### src/rtl/mdio_scan_pkg.sv
package mdio_scan_pkg;
  localparam int MDIO_ADDR_W = 5;
  localparam int MDIO_DATA_W = 16;

  typedef enum logic [1:0] {
    ST_IDLE  = 2'd0,
    ST_ISSUE = 2'd1,
    ST_WAIT  = 2'd2
  } scan_st_e;

  typedef struct packed {
    logic                   wr;
    logic [MDIO_ADDR_W-1:0] phy;
    logic [MDIO_ADDR_W-1:0] regad;
    logic [MDIO_DATA_W-1:0] wdata;
  } mdio_cmd_t;
endpackage

### src/rtl/mdio_scan_arbiter.sv
module mdio_scan_arbiter
  import mdio_scan_pkg::*;
#(
  parameter int NUM_PHY    = 32,
  parameter int STATUS_REG = 1,
  localparam int PTR_W     = (NUM_PHY > 1) ? $clog2(NUM_PHY) : 1
) (
  input  logic             clk,
  input  logic             rst_n,
  input  logic             enable,
  input  logic             usr_valid,
  input  mdio_cmd_t        usr_cmd,
  output logic             usr_ready,
  output logic             fe_req_valid,
  input  logic             fe_req_ready,
  output mdio_cmd_t        fe_cmd,
  input  logic             fe_done,
  output logic             idle,
  output logic             scan_done,
  output logic [PTR_W-1:0] scan_addr,
  output logic             user_done
);
  scan_st_e         st_q;
  logic             own_user_q;
  mdio_cmd_t        cmd_q;
  logic [PTR_W-1:0] ptr_q;
  logic [PTR_W-1:0] ptr_nxt;

  // next address with wrap at NUM_PHY-1
  assign ptr_nxt = (ptr_q == PTR_W'(NUM_PHY - 1)) ? '0 : ptr_q + 1'b1;

  always_ff @(posedge clk or negedge rst_n) begin
    if (!rst_n) begin
      st_q       <= ST_IDLE;
      own_user_q <= 1'b0;
      cmd_q      <= '0;
      ptr_q      <= '0;
    end else begin
      unique case (st_q)
        ST_IDLE: begin
          if (usr_valid) begin
            cmd_q      <= usr_cmd;
            own_user_q <= 1'b1;
            st_q       <= ST_ISSUE;
          end else if (enable) begin
            cmd_q.wr    <= 1'b0;
            cmd_q.phy   <= MDIO_ADDR_W'(ptr_q);
            cmd_q.regad <= MDIO_ADDR_W'(STATUS_REG);
            cmd_q.wdata <= '0;
            own_user_q  <= 1'b0;
            st_q        <= ST_ISSUE;
          end
        end
        ST_ISSUE: if (fe_req_ready) st_q <= ST_WAIT;
        ST_WAIT: begin
          if (fe_done) begin
            st_q <= ST_IDLE;
            if (!own_user_q) ptr_q <= ptr_nxt;
          end
        end
        default: st_q <= ST_IDLE;
      endcase
    end
  end

  assign idle         = (st_q == ST_IDLE);
  assign usr_ready    = idle;
  assign fe_req_valid = (st_q == ST_ISSUE);
  assign fe_cmd       = cmd_q;
  assign scan_done    = (st_q == ST_WAIT) && fe_done && !own_user_q;
  assign user_done    = (st_q == ST_WAIT) && fe_done && own_user_q;
  assign scan_addr    = cmd_q.phy[PTR_W-1:0];
endmodule

### src/rtl/mdio_scan_status.sv
module mdio_scan_status
  import mdio_scan_pkg::*;
#(
  parameter int NUM_PHY  = 32,
  parameter int LINK_BIT = 2,
  localparam int PTR_W   = (NUM_PHY > 1) ? $clog2(NUM_PHY) : 1
) (
  input  logic                   clk,
  input  logic                   rst_n,
  input  logic                   upd_valid,
  input  logic [PTR_W-1:0]       upd_addr,
  input  logic                   upd_ack,
  input  logic [MDIO_DATA_W-1:0] upd_rdata,
  input  logic [NUM_PHY-1:0]     irq_clr,
  input  logic [NUM_PHY-1:0]     irq_en,
  output logic [NUM_PHY-1:0]     alive,
  output logic [NUM_PHY-1:0]     link,
  output logic [NUM_PHY-1:0]     raw,
  output logic [NUM_PHY-1:0]     masked
);
  logic new_link;
  assign new_link = upd_ack & upd_rdata[LINK_BIT];

  for (genvar i = 0; i < NUM_PHY; i++) begin : g_phy
    logic hit;
    assign hit = upd_valid && (upd_addr == PTR_W'(i));

    always_ff @(posedge clk or negedge rst_n) begin
      if (!rst_n) begin
        alive[i] <= 1'b0;
        link[i]  <= 1'b0;
        raw[i]   <= 1'b0;
      end else begin
        if (hit) begin
          alive[i] <= upd_ack;
          link[i]  <= new_link;
        end
        // a fresh change outranks a clear strobe in the same cycle
        raw[i] <= (hit && (new_link != link[i])) | (raw[i] & ~irq_clr[i]);
      end
    end
  end

  assign masked = raw & irq_en;
endmodule

### src/rtl/mdio_scan_engine.sv
module mdio_scan_engine
  import mdio_scan_pkg::*;
#(
  parameter int NUM_PHY    = 32,
  parameter int STATUS_REG = 1,
  parameter int LINK_BIT   = 2
) (
  input  logic               clk,
  input  logic               rst_n,
  input  logic               scan_enable,
  output logic               scan_idle,
  input  logic               usr_valid,
  output logic               usr_ready,
  input  logic               usr_write,
  input  logic [4:0]         usr_phy,
  input  logic [4:0]         usr_reg,
  input  logic [15:0]        usr_wdata,
  output logic               usr_rsp_valid,
  output logic               usr_rsp_ack,
  output logic [15:0]        usr_rsp_rdata,
  output logic               fe_req_valid,
  input  logic               fe_req_ready,
  output logic               fe_req_write,
  output logic [4:0]         fe_req_phy,
  output logic [4:0]         fe_req_reg,
  output logic [15:0]        fe_req_wdata,
  input  logic               fe_done,
  input  logic               fe_ack,
  input  logic [15:0]        fe_rdata,
  output logic [NUM_PHY-1:0] alive_mask,
  output logic [NUM_PHY-1:0] link_mask,
  output logic [NUM_PHY-1:0] link_irq_raw,
  input  logic [NUM_PHY-1:0] link_irq_en,
  input  logic [NUM_PHY-1:0] link_irq_clr,
  output logic [NUM_PHY-1:0] link_irq_masked
);
  localparam int PTR_W = (NUM_PHY > 1) ? $clog2(NUM_PHY) : 1;

  mdio_cmd_t        usr_cmd;
  mdio_cmd_t        fe_cmd;
  logic             scan_done;
  logic             user_done;
  logic [PTR_W-1:0] scan_addr;

  assign usr_cmd = '{wr: usr_write, phy: usr_phy, regad: usr_reg, wdata: usr_wdata};

  mdio_scan_arbiter #(
    .NUM_PHY    (NUM_PHY),
    .STATUS_REG (STATUS_REG)
  ) arb_i (
    .clk          (clk),
    .rst_n        (rst_n),
    .enable       (scan_enable),
    .usr_valid    (usr_valid),
    .usr_cmd      (usr_cmd),
    .usr_ready    (usr_ready),
    .fe_req_valid (fe_req_valid),
    .fe_req_ready (fe_req_ready),
    .fe_cmd       (fe_cmd),
    .fe_done      (fe_done),
    .idle         (scan_idle),
    .scan_done    (scan_done),
    .scan_addr    (scan_addr),
    .user_done    (user_done)
  );

  mdio_scan_status #(
    .NUM_PHY  (NUM_PHY),
    .LINK_BIT (LINK_BIT)
  ) stat_i (
    .clk       (clk),
    .rst_n     (rst_n),
    .upd_valid (scan_done),
    .upd_addr  (scan_addr),
    .upd_ack   (fe_ack),
    .upd_rdata (fe_rdata),
    .irq_clr   (link_irq_clr),
    .irq_en    (link_irq_en),
    .alive     (alive_mask),
    .link      (link_mask),
    .raw       (link_irq_raw),
    .masked    (link_irq_masked)
  );

  assign fe_req_write  = fe_cmd.wr;
  assign fe_req_phy    = fe_cmd.phy;
  assign fe_req_reg    = fe_cmd.regad;
  assign fe_req_wdata  = fe_cmd.wdata;
  assign usr_rsp_valid = user_done;
  assign usr_rsp_ack   = fe_ack;
  assign usr_rsp_rdata = fe_rdata;
endmodule

### config.mk
export PLATFORM = sky130hd
export DESIGN_NAME = mdio_scan_engine
export DESIGN_NICKNAME = d
export VERILOG_FILES = /design/src/rtl/mdio_scan_pkg.sv /design/src/rtl/mdio_scan_arbiter.sv /design/src/rtl/mdio_scan_status.sv /design/src/rtl/mdio_scan_engine.sv
export SDC_FILE = /design/constraint.sdc
export NUM_CORES = 1
export LEC_CHECK = 0
export BUFFER_PORTS_ARGS = -buffer_cell sky130_fd_sc_hd__buf_2
export CAP_MARGIN = 20
export CORE_MARGIN = 4
export CORE_UTILIZATION = 40
export DETAILED_ROUTE_END_ITERATION = 8
export HOLD_SLACK_MARGIN = 0.02
export PLACE_DENSITY = 0.72
export SLEW_MARGIN = 15
export SYNTH_ARGS = -nofsm -noshare
export SYNTH_HDL_FRONTEND = slang
export SYNTH_SLANG_ARGS = --single-unit
### constraint.sdc
create_clock -name clk -period 2.2 [get_ports clk]
set_input_delay 0.55 -clock clk [delete_from_list [all_inputs] [get_ports clk]]
set_output_delay 0.55 -clock clk [all_outputs]
set_load 0.02 [all_outputs]
# Word-level counts from Yosys, hierarchy flattened
# Cells that the tools add are included.
[classes]
add_sub_neg = 1
eq_ne = 69
mux = 10
bitwise = 99
n_reduce_logical = 74
[ops]
columns = ["operator", "count"]
rows = [
  ["$eq A5 B5 Y1 const B", 17],
  ["$logic_and A1 B1 Y1", 67],
  ["$mux W27", 2],
  ["$eq A5 B4 Y1 const B", 8],
  ["$and A1 B1 Y1", 33],
  ["$not A1 Y1", 33],
  ["$and A32 B32 Y32", 1],
  ["$ne A1 B1 Y1", 32],
  ["$or A1 B1 Y1", 32],
  ["$eq A5 B3 Y1 const B", 4],
  ["$eq A5 B2 Y1 const B", 2],
  ["$mux W2", 4],
  ["$pmux W2 S3", 1],
  ["$reduce_and A3 Y1", 2],
  ["$add A5 B1 Y5 const B", 1],
  ["$eq A5 B1 Y1 const B", 1],
  ["$logic_not A5 Y1", 1],
  ["$mux W5", 1],
  ["$ne A3 B2 Y1 const B", 1],
  ["$eq A2 B1 Y1 const B", 1],
  ["$eq A2 B2 Y1 const B", 1],
  ["$logic_not A2 Y1", 1],
  ["$mux W1", 2],
  ["$ne A2 B1 Y1 const B", 1],
  ["other kinds (4)", 4],
]
[totals]
regBits = 131
in_bits = 114
out_inout_bits = 176
elab_cells = 356

# Depth between registers and ports, before layout
# Gate-level depths: netlist of run 1.
[depth]
word_depth = 6
depth_mapped = 6
mapped_depth_nobuf = 6

# Cells and area by module
# A second synthesis of run 1 with hierarchy kept.
[unflattened]
hier_cells = 481
hier_area_um2 = 5909.4
[by_module_without_submodules]
columns = ["module", "instances", "cells_each", "area_per_inst_um2", "seq_area_each_um2"]
rows = [
  ["mdio_scan_status", 1, 349, 4274.1, 2402.3],
  ["mdio_scan_arbiter", 1, 115, 1507.7, 875.8],
  ["mdio_scan_engine", 1, 17, 127.6, 0.0],
]

# Least setup slack after synthesis of run 1
# OpenSTA, ideal clock, no wires.
[synth_path]
kind = "flip-flop to flip-flop"
startpoint = "register arb_i.cmd_q (netlist bit arb_i.scan_addr[2])"
endpoint = "register stat_i.link[25]"
setup_time_ns = 0.128
arrival_time_ns = 1.749
required_ns = 2.072
path_slack_ns = 0.323
stages_incl_launch_ff = 5
path_buffers = 1
synth_period_minus_slack_ns = 1.877
cell_sequence = "dfrtp_1 -> clkbuf_1 -> nand2b_2 -> or4_4 -> mux2_1"
[synth_via]
elab_chain_len = 2
[synth_lines]
columns = ["item", "line", "rtl"]
rows = [
  ["start: declaration", "mdio_scan_arbiter.sv:25", "mdio_cmd_t cmd_q;"],
  ["start signal: assignment", "mdio_scan_arbiter.sv:42", "cmd_q <= usr_cmd;"],
  ["$eq A5 B5 Y1", "mdio_scan_status.sv:26", "assign hit = upd_valid && (upd_addr == PTR_W'(i));"],
  ["$logic_and A1 B1 Y1", "mdio_scan_status.sv:26", ""],
  ["end signal: indexed assignment", "mdio_scan_status.sv:36", "link[i] <= new_link;"],
  ["end: declaration", "mdio_scan_status.sv:17", "output logic [NUM_PHY-1:0] link,"],
]
# No other way between the ends.
# A chain may end at the register's enable or synchronous reset.

# Worst setup path in the final report of run 1
[layout_path]
startpoint = "register arb_i.st_q[1]"
endpoint = "output usr_rsp_valid"
[layout_via]
elab_chain_len = 3
[layout_lines]
columns = ["item", "line", "rtl"]
rows = [
  ["start: declaration", "mdio_scan_arbiter.sv:23", "scan_st_e st_q;"],
  ["start signal: assignment", "mdio_scan_arbiter.sv:34", "st_q <= ST_IDLE;"],
  ["start signal: assignment", "mdio_scan_arbiter.sv:44", "st_q <= ST_ISSUE;"],
  ["start signal: assignment", "mdio_scan_arbiter.sv:51", "st_q <= ST_ISSUE;"],
  ["$eq A2 B2 Y1", "mdio_scan_arbiter.sv:71", "assign user_done = (st_q == ST_WAIT) && fe_done && own_user_q;"],
  ["$logic_and A1 B1 Y1 (2 in series)", "mdio_scan_arbiter.sv:71", ""],
  ["end: declaration", "mdio_scan_engine.sv:18", "output logic usr_rsp_valid,"],
]
# No other way between the ends.

==> Implementation_results.wiki, run 1 <==
{| class="wikitable"
! Metric !! Value
|-
| Result of the run || complete, no violations
|-
| Worst IR drop on VDD || 0.6657 mV
|-
| Global-route wire length before repair || 26,570 microns
|-
| Count of warnings emitted by yosys || 0
|-
| Number of global-route vias before repair || 5,065
|-
| CTS Buf Count || 17
|-
| Clock tree from TritonCTS || done
|-
| Std cell rows || 44
|-
| Switching Power || 0.002818 W
|-
| DRC violation count after routing || 0
|-
| Fin Setup TNS || 0 ns
|-
| Max-cap violations || 0
|-
| Last weighted congestion value of the routability-driven placer || 0.7780
|-
| Number of levels the H-tree was split into || 4
|-
| Maximum number of pins on one net before global-route repair || 49
|-
| Transition time at the pin with the least slew margin || 0.5800 ns
|-
| Number of antenna violations at the first check in global routing || 0
|-
| Fillers || 1,244
|-
| Internal Pwr Total || 0.005587 W
|-
| Count of final setup violators || 0
|-
| Wire length per cell || 17.60 microns
|-
| Top area cells in the synthesized netlist || dfrtp_1 (54%), mux2_2 (9.3%), a22o_1 (5.3%)
|-
| Number of standard cells in the final layout excluding fillers || 930
|-
| I/O pin cnt || 290
|-
| Number of buffers between clock root and the deepest sink || 2
|-
| Final instance area || 0.008175 sq mm
|-
| Die Width || 131.3 microns
|-
| Number of buffer and inverter instances along the worst setup path || 1
|-
| Hold Fails Final Rpt || 0
|-
| Routed vias/inst || 5.060
|-
| Combinational group share of total power || 0.283
|-
| Share of the clock period used by the worst path || 0.9084
|-
| Kind of critical path || reg -> out
|-
| Slowest cell delay on critical path || 0.48 ns
|-
| Sink Count || 131
|-
| Pins over their slew limit || 0
|-
| Part of the total power dissipated in the clock network || 0.339
|-
| Total vias in the final route || 4,706
|-
| Area of the core || 0.01470 sq mm
|-
| Post-synth top area cell || dfrtp_1
|-
| Clock Tree Root || clkbuf_16
|-
| Clock insertion delay at the later pin of the skew report || 0.42 ns
|-
| WHS || 0.06130 ns
|-
| Area fraction of the dominant cell type after synthesis || 0.5391
|-
| Register-to-register setup slack || 0.22 ns
|-
| Layout Nets || 849
|-
| Crit start category || register
|-
| Static leakage power || 4.500 nW
|-
| Kind of path behind the tightest hold check || in -> async
|-
| Wire length after detailed routing || 16,370 microns
|-
| Register share of total power || 0.378
|-
| Crit path time final || 1.999 ns
|-
| Antenna violation net count after detailed routing || 0
|-
| Count of inserted antenna diode cells || 0
|-
| Net switching fraction of the power || 0.3353
|-
| Synthesized cell area || 0.006081 sq mm
|-
| Worst Path Max Fanout || 7
|-
| Layout Skew || 0.01010 ns
|-
| DRT iter0 DRCs || 189
|-
| Number of nets in the synthesized netlist || 595
|-
| Overflow after GRT || 0
|-
| Die Height || 131.3 microns
|-
| Crit end category || output port
|-
| #FFs+latches synth || 131
|-
| Cells along the critical path || or2b_1 > nor2_1 > buf_2
|-
| Effective utilization at floorplan || 0.4137
|-
| Post-detailed-placement half-perimeter wirelength || 12,070 microns
|-
| Number of distinct standard cells referenced by the synthesized netlist || 39
|-
| Sequential fraction of the synthesis area || 0.5391
|-
| Inst Count DP || 898
|-
| Clock slew seen by the registers of the worst setup and hold paths || 0.05 ns
|-
| Critical path's top delay family || flip-flops
|-
| Fmax || 500.4 MHz
|-
| Buffers inserted by post-CTS timing repair || 0
|-
| Number of input and output port buffers inserted || 259
|-
| Power per cell area || 1028 mW/mm^2
|-
| Count of TritonRoute iterations in the first routing pass || 4
|-
| Avg Cell Area, Syn || 12.69 sq um
|-
| Synthesis-to-finish area growth || 34.44%
|-
| Dpl cell area || 0.007566 sq mm
|-
| Data arrival time of the worst path || 1.45 ns
|-
| Post-CTS resize count || 0
|-
| Share of final-layout standard cells stronger than drive strength 1 || 0.5308
|-
| Aggregate global-route resource usage || 0.1912
|-
| Cells after synthesis || 479
|-
| RSZ-0062 raised after global routing || false
|-
| Tightest slew margin relative to the limit || 0.6129
|-
| CP max-delay cell || dfrtp_1
|-
| Die Outline Area || 0.01724 sq mm
|-
| Required time worst endpoint || 1.65 ns
|-
| Hold-fix buffer count after cts || 0
|}
## stage by stage
stage / worst slack, ns / utilization / total power [W]
after floorplan: 0.3232 / - / 0.004731
after global placement: 0.2168 / 0.5147 / 0.005561
after detailed placement: 0.1719 / 0.5147 / 0.005629
after CTS: 0.1786 / 0.5562 / 0.008506
after global routing: 0.1002 / 0.5562 / 0.008836
final: 0.2015 / 0.5562 / 0.008405
## cell type report
| type | count | area, sq um | area share |
|---|---|---|---|
| Clock buffer | 24 | 511.7 | 0.06260 |
| Clock inverter | 8 | 97.59 | 0.01194 |
| Inverter | 35 | 131.4 | 0.01607 |
| Multi-Input combinational cell | 270 | 2419 | 0.2958 |
| Sequential cell | 131 | 3278 | 0.4010 |
| Tap cell | 184 | 230.2 | 0.02816 |
| Timing Repair Buffer | 278 | 1508 | 0.1844 |
## layout by cell type (no fill, tap or decap), types with 9 or more instances in the layout
master     Yosys  final
buf_2          8    258
or4_4         11     11
clkbuf_16      0     17
mux2_4        15     15
mux2_2        50     50
nand2_1       11     11
o22ai_1       17     17
and2_1        34     33
buf_4         19     14
xnor2_1       32     32
dfrtp_1      131    131
inv_1         35     35
nor4_1         9      9
a22o_1        37     37
## final timing paths
kind                                                     start                           end  depth (start not counted)
worst min-delay path                                     rst_n   stat_i.alive[5]$_DFFE_PN0P_                          1
worst max register to register  arb_i.scan_addr[0]$_DFFE_PN0P_   stat_i.link[23]$_DFFE_PN0P_                          3
min in group clk                              link_irq_clr[16]      stat_i.raw[16]$_DFF_PN0_                          2
worst min register to register    arb_i.fe_cmd[14]$_DFFE_PN0P_  arb_i.fe_cmd[14]$_DFFE_PN0P_                          1
max in group asynchronous                                rst_n  stat_i.alive[24]$_DFFE_PN0P_                          2
worst max-delay path                 arb_i.st_q[1]$_DFFE_PN0P_                 usr_rsp_valid                          3
## registers in the layout, summed over array words and instances, names as in the netlist
signal / flops
arb_i.fe_cmd: 22
arb_i.own_user_q: 1
arb_i.ptr_q: 5
arb_i.scan_addr: 5
arb_i.st_q: 2
stat_i.alive: 32
stat_i.link: 32
stat_i.raw: 32
## cells by family after synthesis
logic type,share of synthesized area
XOR/XNOR,0.04609
flip-flops,0.5391
multiplexers,0.1459
buffers and inverters,0.06399
adder cells (fa/ha/maj),0.004115
AND/OR/NAND/NOR,0.1208
AO/OA/AOI/OAI,0.08004
## worst register-to-register path: stages (launching register included)
cell and delay [ns]:
dfrtp_1 0.54, nand2_1 0.37, or4_4 0.63, mux2_4 0.32
## cells in the mapped netlist, drive strengths merged
master   count
a21o         3
a22o        37
a22oi        2
and2        34
and2b        1
and3         6
and4bb       1
buf         29
clkbuf      14
dfrtp      131
ha           2
inv         35
mux2        72
mux2i        2
nand2       11
nand2b       4
nand3        6
nand4bb      1
nor2         2
nor2b        1
nor3         2
nor3b        1
nor4        12
nor4b        4
nor4bb       1
o21ai        2
o22ai       17
o41ai        1
or2          1
or2b         1
or4         11
xnor2       32
## layer usage
metal  vias up  global-route usage  routed length [microns]
met1      2307              0.2288                     6710
met2       185              0.3240                     8076
met3        36             0.06307                     1239
li1       2178                   -                        -
met4         0             0.06884                      344
met5         -                   0                        0
## power by group through the flow
| stage | clock network (W) | registers [W] | logic (W) |
|---|---|---|---|
| finish | 0.00285 | 0.00318 | 0.00238 |
| floorplan | 0 | 0.00355 | 0.00118 |
| CTS | 0.00290 | 0.00318 | 0.00242 |
| global route | 0.00302 | 0.00324 | 0.00257 |
| detailed placement | 0 | 0.00321 | 0.00242 |
| global placement | 0 | 0.00319 | 0.00238 |
Note: power is estimated with default switching activity, not from simulation.
==> run 2: changes to the inputs <==
Settings changed: ABC_CLOCK_PERIOD_IN_PS from default to 2200, BUFFER_PORTS_ARGS -buffer_cell sky130_fd_sc_hd__buf_2 to -buffer_cell sky130_fd_sc_hd__buf_4, CORE_UTILIZATION 40 to 45, PLACE_DENSITY 0.72 to 0.79.
==> Implementation_results.wiki, run 2 (synthesis results as in run 1) <==
{| class="wikitable"
! Metric !! Value
|-
| Number of input and output port buffers inserted || 259 (unchanged)
|-
| Transition time at the pin with the least slew margin || 0.5544 ns (-0.02566 ns)
|-
| Fmax || 507.4 MHz (+1.4%)
|-
| Std cell rows || 42 (-4.5%)
|-
| Clock Tree Root || clkbuf_16
|-
| Grt met3 use || 0.06100 (-0.002077)
|-
| Crit start category || register
|-
| CTS Buf Count || 17 (unchanged)
|-
| Origin of the critical flop-to-flop path || arb_i.scan_addr[0]$_DFFE_PN0P_
|-
| Routed vias/inst || 5.132 (+1.4%)
|-
| Share of final-layout standard cells stronger than drive strength 1 || 0.5288 (-0.002049)
|-
| Maximum number of pins on one net before global-route repair || 43 (-12%)
|-
| Last weighted congestion value of the routability-driven placer || 0.8179 (+5.1%)
|-
| Critical register-to-register path endpoint || stat_i.link[30]$_DFFE_PN0P_
|-
| Max-cap violations || 0 (unchanged)
|-
| Total vias in the final route || 4,737 (+0.66%)
|-
| DRC violation count after routing || 0 (unchanged)
|-
| Highest-count cells in the layout ignoring fill and taps || buf_4 (274), dfrtp_1 (131), mux2_2 (50)
|-
| Hold-fix buffer count after cts || 0 (unchanged)
|-
| Sink Count || 131 (unchanged)
|-
| Busiest grt layer || met2
|-
| Hold Fails Final Rpt || 0 (unchanged)
|-
| DRT iter0 DRCs || 256 (+35%)
|-
| Area of the core || 0.01324 sq mm (-9.9%)
|-
| Data arrival time of the worst path || 1.42 ns (-0.03 ns)
|-
| Count of TritonRoute iterations in the first routing pass || 4 (unchanged)
|-
| Effective utilization at floorplan || 0.4592 (+0.04550)
|-
| Tightest slew margin relative to the limit || 0.6300 (+0.01713)
|-
| R2r worst-path depth || 3 (unchanged)
|-
| Die Width || 124.2 microns (-5.4%)
|-
| Most common cell after layout, fill and taps aside || buf_4
|-
| Required time worst endpoint || 1.65 ns (about the same)
|-
| Antenna violation net count after detailed routing || 0 (unchanged)
|-
| Layout Skew || 0.008904 ns (-0.001200 ns)
|-
| Layout Nets || 850 (+0.12%)
|-
| Largest registers ranked by flip-flop count || stat_i.alive (32), stat_i.link (32), stat_i.raw (32)
|-
| Aggregate global-route resource usage || 0.2170 (+0.02586)
|-
| Number of antenna violations at the first check in global routing || 0 (unchanged)
|-
| Worst Path Max Fanout || 7 (unchanged)
|-
| Wire length per cell || 18.21 microns (+3.5%)
|-
| Global routing met1 resource utilization || 0.2624 (+0.03357)
|-
| Crit end category || output port
|-
| Number of levels the H-tree was split into || 4 (unchanged)
|-
| Static leakage power || 4.558 nW (+1.3%)
|-
| Buffers inserted by post-CTS timing repair || 0 (unchanged)
|-
| Clock tree from TritonCTS || done
|-
| Fin Setup TNS || 0 ns (unchanged)
|-
| Post-detailed-placement half-perimeter wirelength || 12,560 microns (+4.0%)
|-
| Number of global-route vias before repair || 5,048 (-0.34%)
|-
| Count of final setup violators || 0 (unchanged)
|-
| Kind of path behind the tightest hold check || in -> async
|-
| Number of buffers between clock root and the deepest sink || 2 (unchanged)
|-
| Post-CTS resize count || 0 (unchanged)
|-
| WHS || 0.1071 ns (+0.04575 ns)
|-
| Clock insertion delay at the later pin of the skew report || 0.41 ns (about the same)
|-
| Fillers || 1,038 (-17%)
|-
| Crit path time final || 1.971 ns (-0.02776 ns)
|-
| Result of the run || complete, no violations
|-
| Launching instance or port of the critical path || arb_i.st_q[1]$_DFFE_PN0P_
|-
| Global-route wire length before repair || 26,920 microns (+1.3%)
|-
| Die Height || 124.2 microns (-5.4%)
|-
| Worst IR drop on VDD || 0.8122 mV (+22%)
|-
| RSZ-0062 raised after global routing || false
|-
| Power per cell area || 964.5 mW/mm^2 (-6.2%)
|-
| Pins over their slew limit || 0 (unchanged)
|-
| Dpl cell area || 0.008205 sq mm (+8.5%)
|-
| Clock slew seen by the registers of the worst setup and hold paths || 0.06 ns (about the same)
|-
| I/O pin cnt || 290 (unchanged)
|-
| Count of inserted antenna diode cells || 0 (unchanged)
|-
| Final instance area || 0.008743 sq mm (+6.9%)
|-
| Die Outline Area || 0.01544 sq mm (-10%)
|-
| Kind of critical path || reg -> out
|-
| Register-to-register setup slack || 0.23 ns (about the same)
|-
| Overflow after GRT || 0 (unchanged)
|-
| Synthesis-to-finish area growth || 43.79%
|-
| Wire length after detailed routing || 16,810 microns (+2.7%)
|-
| PnR Total Power || 0.008433 W (+0.33%)
|-
| Share of the clock period used by the worst path || 0.8958 (-0.01262)
|-
| Global-route track usage on met2 || 0.3693 (+0.04525)
|}
run 2: through the flow:
stage | util | cells | worst slack [ns]
after floorplan | - | 479 | 0.3232
after global placement | 0.6196 | 891 | 0.2403
after detailed placement | 0.6196 | 891 | 0.2018
after CTS | 0.6602 | 923 | 0.2119
after global routing | 0.6602 | 923 | 0.1110
final | 0.6602 | 923 | 0.2292
run 2: worst max path at each step:
stage,endpoint,slack (ns),cells after the start
detailed placement,stat_i.link[27]$_DFFE_PN0P_,0.20,5
global route,stat_i.link[14]$_DFFE_PN0P_,0.11,4
CTS,usr_rsp_valid,0.21,3
floorplan,stat_i.link[25]$_DFFE_PN0P_,0.32,4
global placement,stat_i.link[29]$_DFFE_PN0P_,0.24,5
finish,usr_rsp_valid,0.23,3
run 2: area by class of cell:
class / instances / area, sq um / area share
clock buffers: 21 / 450.4 / 0.05152
clock inverters: 11 / 87.58 / 0.01002
inverters: 35 / 131.4 / 0.01503
multi-input cells: 270 / 2419 / 0.2766
flip-flops and latches: 131 / 3278 / 0.3749
well taps: 176 / 220.2 / 0.02519
repair buffers: 279 / 2157 / 0.2467
run 2: where the power goes:
part / switching, W / internal, W
sequential: 0.000384 / 0.00282
clock: 0.00101 / 0.00157
combinational: 0.00147 / 0.00119
total: 0.00286 / 0.00558
run 2: critical path: stages (launching register included):
cell and delay, ns:
dfrtp_1 0.48, or2b_1 0.27, nor2_1 0.11, buf_4 0.15
run 2: layer usage:
metal,share of wire,wire length (microns),vias up
li1,-,-,2174
met1,0.39,6638,2345
met2,0.52,8702,185
met3,0.065,1094,33
met4,0.022,377,0
met5,0,0,-
==> run 3: changes to the inputs <==
Settings changed: ABC_CLOCK_PERIOD_IN_PS 2200 to 2000, CTS_BUF_LIST from default to sky130_fd_sc_hd__clkbuf_8.
Clock period 2.2 ns to 2 ns, I/O delays scaled along.
==> Implementation_results.wiki, run 3 (synthesis results as in run 1) <==
{| class="wikitable"
! Metric !! Value
|-
| Number of buffers between clock root and the deepest sink || 2 (unchanged)
|-
| Overflow after GRT || 0 (unchanged)
|-
| Worst Path Max Fanout || 9 (+2)
|-
| Count of inserted antenna diode cells || 0 (unchanged)
|-
| Tightest slew margin relative to the limit || 0.6863 (+0.05631)
|-
| Crit end category || register
|-
| Flip-flop and latch area || 0.003279 sq mm (about the same)
|-
| Max-cap violations || 0 (unchanged)
|-
| Required time worst endpoint || 2.32 ns (+0.67 ns)
|-
| Result of the run || complete, no violations
|-
| Worst IR drop on VDD || 0.9455 mV (+16%)
|-
| Layout Nets || 853 (+0.35%)
|-
| Maximum number of pins on one net before global-route repair || 84 (+95%)
|-
| Static leakage power || 4.527 nW (-0.68%)
|-
| Crit start category || register
|-
| Number of input and output port buffers inserted || 259 (unchanged)
|-
| Number of levels the H-tree was split into || 4 (unchanged)
|-
| Total vias in the final route || 4,794 (+1.2%)
|-
| DRT iter0 DRCs || 223 (-13%)
|-
| Count of final setup violators || 0 (unchanged)
|-
| Fillers || 1,063 (+2.4%)
|-
| Number of global-route vias before repair || 5,158 (+2.2%)
|-
| Kind of path behind the tightest hold check || in -> async
|-
| Clock slew seen by the registers of the worst setup and hold paths || 0.08 ns (+0.02 ns)
|-
| Buffers inserted by post-CTS timing repair || 0 (unchanged)
|-
| Highest-count cells in the layout ignoring fill and taps || buf_4 (278), dfrtp_1 (130), mux2_2 (50)
|-
| Most common cell after layout, fill and taps aside || buf_4
|-
| Share of the clock period used by the worst path || 0.9532
|-
| Number of antenna violations at the first check in global routing || 0 (unchanged)
|-
| DRC violation count after routing || 0 (unchanged)
|-
| Post-placement setup slack || 0.06251 ns (-0.1393 ns)
|-
| Synthesis-to-finish area growth || 42.63%
|-
| Clock insertion delay at the later pin of the skew report || 0.44 ns (+0.03 ns)
|-
| CTS Buf Count || 17 (unchanged)
|-
| Crit path time final || 1.906 ns
|-
| Sink Count || 131 (unchanged)
|-
| Die Outline Area || 0.01544 sq mm (unchanged)
|-
| Area of the core || 0.01324 sq mm (unchanged)
|-
| Data arrival time of the worst path || 2.22 ns (+0.80 ns)
|-
| Kind of critical path || reg -> reg
|-
| Register-to-register setup slack || 0.09 ns (-0.14 ns)
|-
| Routed vias/inst || 5.183 (+0.98%)
|-
| Effective utilization at floorplan || 0.4592 (unchanged)
|-
| Power per cell area || 1039 mW/mm^2 (+7.7%)
|-
| Antenna violation net count after detailed routing || 0 (unchanged)
|-
| I/O pin cnt || 290 (unchanged)
|-
| Wire length per cell || 17.99 microns (-1.2%)
|-
| Transition time at the pin with the least slew margin || 0.4705 ns (-0.08385 ns)
|-
| Clock Tree Root || clkbuf_8
|-
| Fmax || 524.5 MHz
|-
| Largest registers ranked by flip-flop count || stat_i.alive (32), stat_i.link (32), stat_i.raw (32)
|-
| Setup slack after layout || 0.09359 ns (-0.1356 ns)
|-
| Last weighted congestion value of the routability-driven placer || 0.8265 (+1.1%)
|-
| Multi-input combinational cell area || 0.002421 sq mm (+0.10%)
|-
| Hold Fails Final Rpt || 0 (unchanged)
|-
| Share of final-layout standard cells stronger than drive strength 1 || 0.5367 (+0.007934)
|-
| Clock tree from TritonCTS || done
|-
| RSZ-0062 raised after global routing || false
|-
| PnR Total Power || 0.009011 W (+6.9%)
|-
| WHS || 0.04487 ns (-0.06219 ns)
|-
| Wire length after detailed routing || 16,640 microns (-1.0%)
|-
| Hold-fix buffer count after cts || 0 (unchanged)
|-
| Count of TritonRoute iterations in the first routing pass || 4 (unchanged)
|-
| Fin Setup TNS || 0 ns (unchanged)
|-
| Std cell rows || 42 (unchanged)
|-
| Pins over their slew limit || 0 (unchanged)
|-
| Die Height || 124.2 microns (unchanged)
|-
| Die Width || 124.2 microns (unchanged)
|-
| Global-route wire length before repair || 26,830 microns (-0.33%)
|-
| Post-detailed-placement half-perimeter wirelength || 12,630 microns (+0.59%)
|-
| Aggregate global-route resource usage || 0.2162 (-0.0008067)
|-
| Layout Skew || 0.01196 ns (+0.003053 ns)
|}
## run 3: metal layers
layer,share of wire,up-vias,track usage,routed length [microns]
met2,0.50,202,0.3632,8345
met3,0.073,42,0.07088,1208
met1,0.39,2361,0.2540,6545
li1,-,2189,-,-
met4,0.032,0,0.09220,540
met5,0,-,0,0
## run 3: metrics by stage
step | utilization | instance area [sq um] | std cells
floorplan | - | 6081 | 479
global placement | 0.6204 | 8215 | 894
detailed placement | 0.6204 | 8215 | 894
CTS | 0.6547 | 8670 | 925
global route | 0.6550 | 8673 | 925
finish | 0.6550 | 8673 | 925
## run 3: area by class of cell
class                           instances  share of cell area
Sequential cell                       131              0.3781
Clock buffer                           18             0.02856
Inverter                               35             0.01515
Clock inverter                         13             0.02380
Timing Repair Buffer                  282              0.2499
Multi-Input combinational cell        270              0.2791
Tap cell                              176             0.02539
## run 3: where the power goes
group | leakage [nW] | internal [W] | switching, W
Sequential | 1.77 | 0.00309 | 0.000407
Combinational | 2.53 | 0.00135 | 0.00162
Clock | 0.225 | 0.00151 | 0.00103
## run 3: worst paths after layout
kind	start	endpoint	cells past startpoint
worst max-delay path	arb_i.scan_addr[0]$_DFFE_PN0P_	stat_i.alive[22]$_DFFE_PN0P_	3
worst min-delay path	rst_n	stat_i.link[29]$_DFFE_PN0P_	2
max in group asynchronous	rst_n	arb_i.st_q[1]$_DFFE_PN0P_	2
worst max register to register	arb_i.scan_addr[0]$_DFFE_PN0P_	stat_i.alive[22]$_DFFE_PN0P_	3
worst min register to register	stat_i.alive[19]$_DFFE_PN0P_	stat_i.alive[19]$_DFFE_PN0P_	1
min in group clk	link_irq_clr[29]	stat_i.raw[29]$_DFF_PN0_	2
## run 3: worst max-delay path: stages (launching register included)
cell and delay [ns]:
dfrtp_1 0.47, nand2b_1 0.39, or4_4 0.61, mux2_4 0.31
## run 3: repair_timing
| action | CTS | global route |
|---|---|---|
| hold endpoints to repair | 0 | 0 |
| endpoints found under the setup margin | 0 | 3 |
| resized for setup | 0 | 2 |
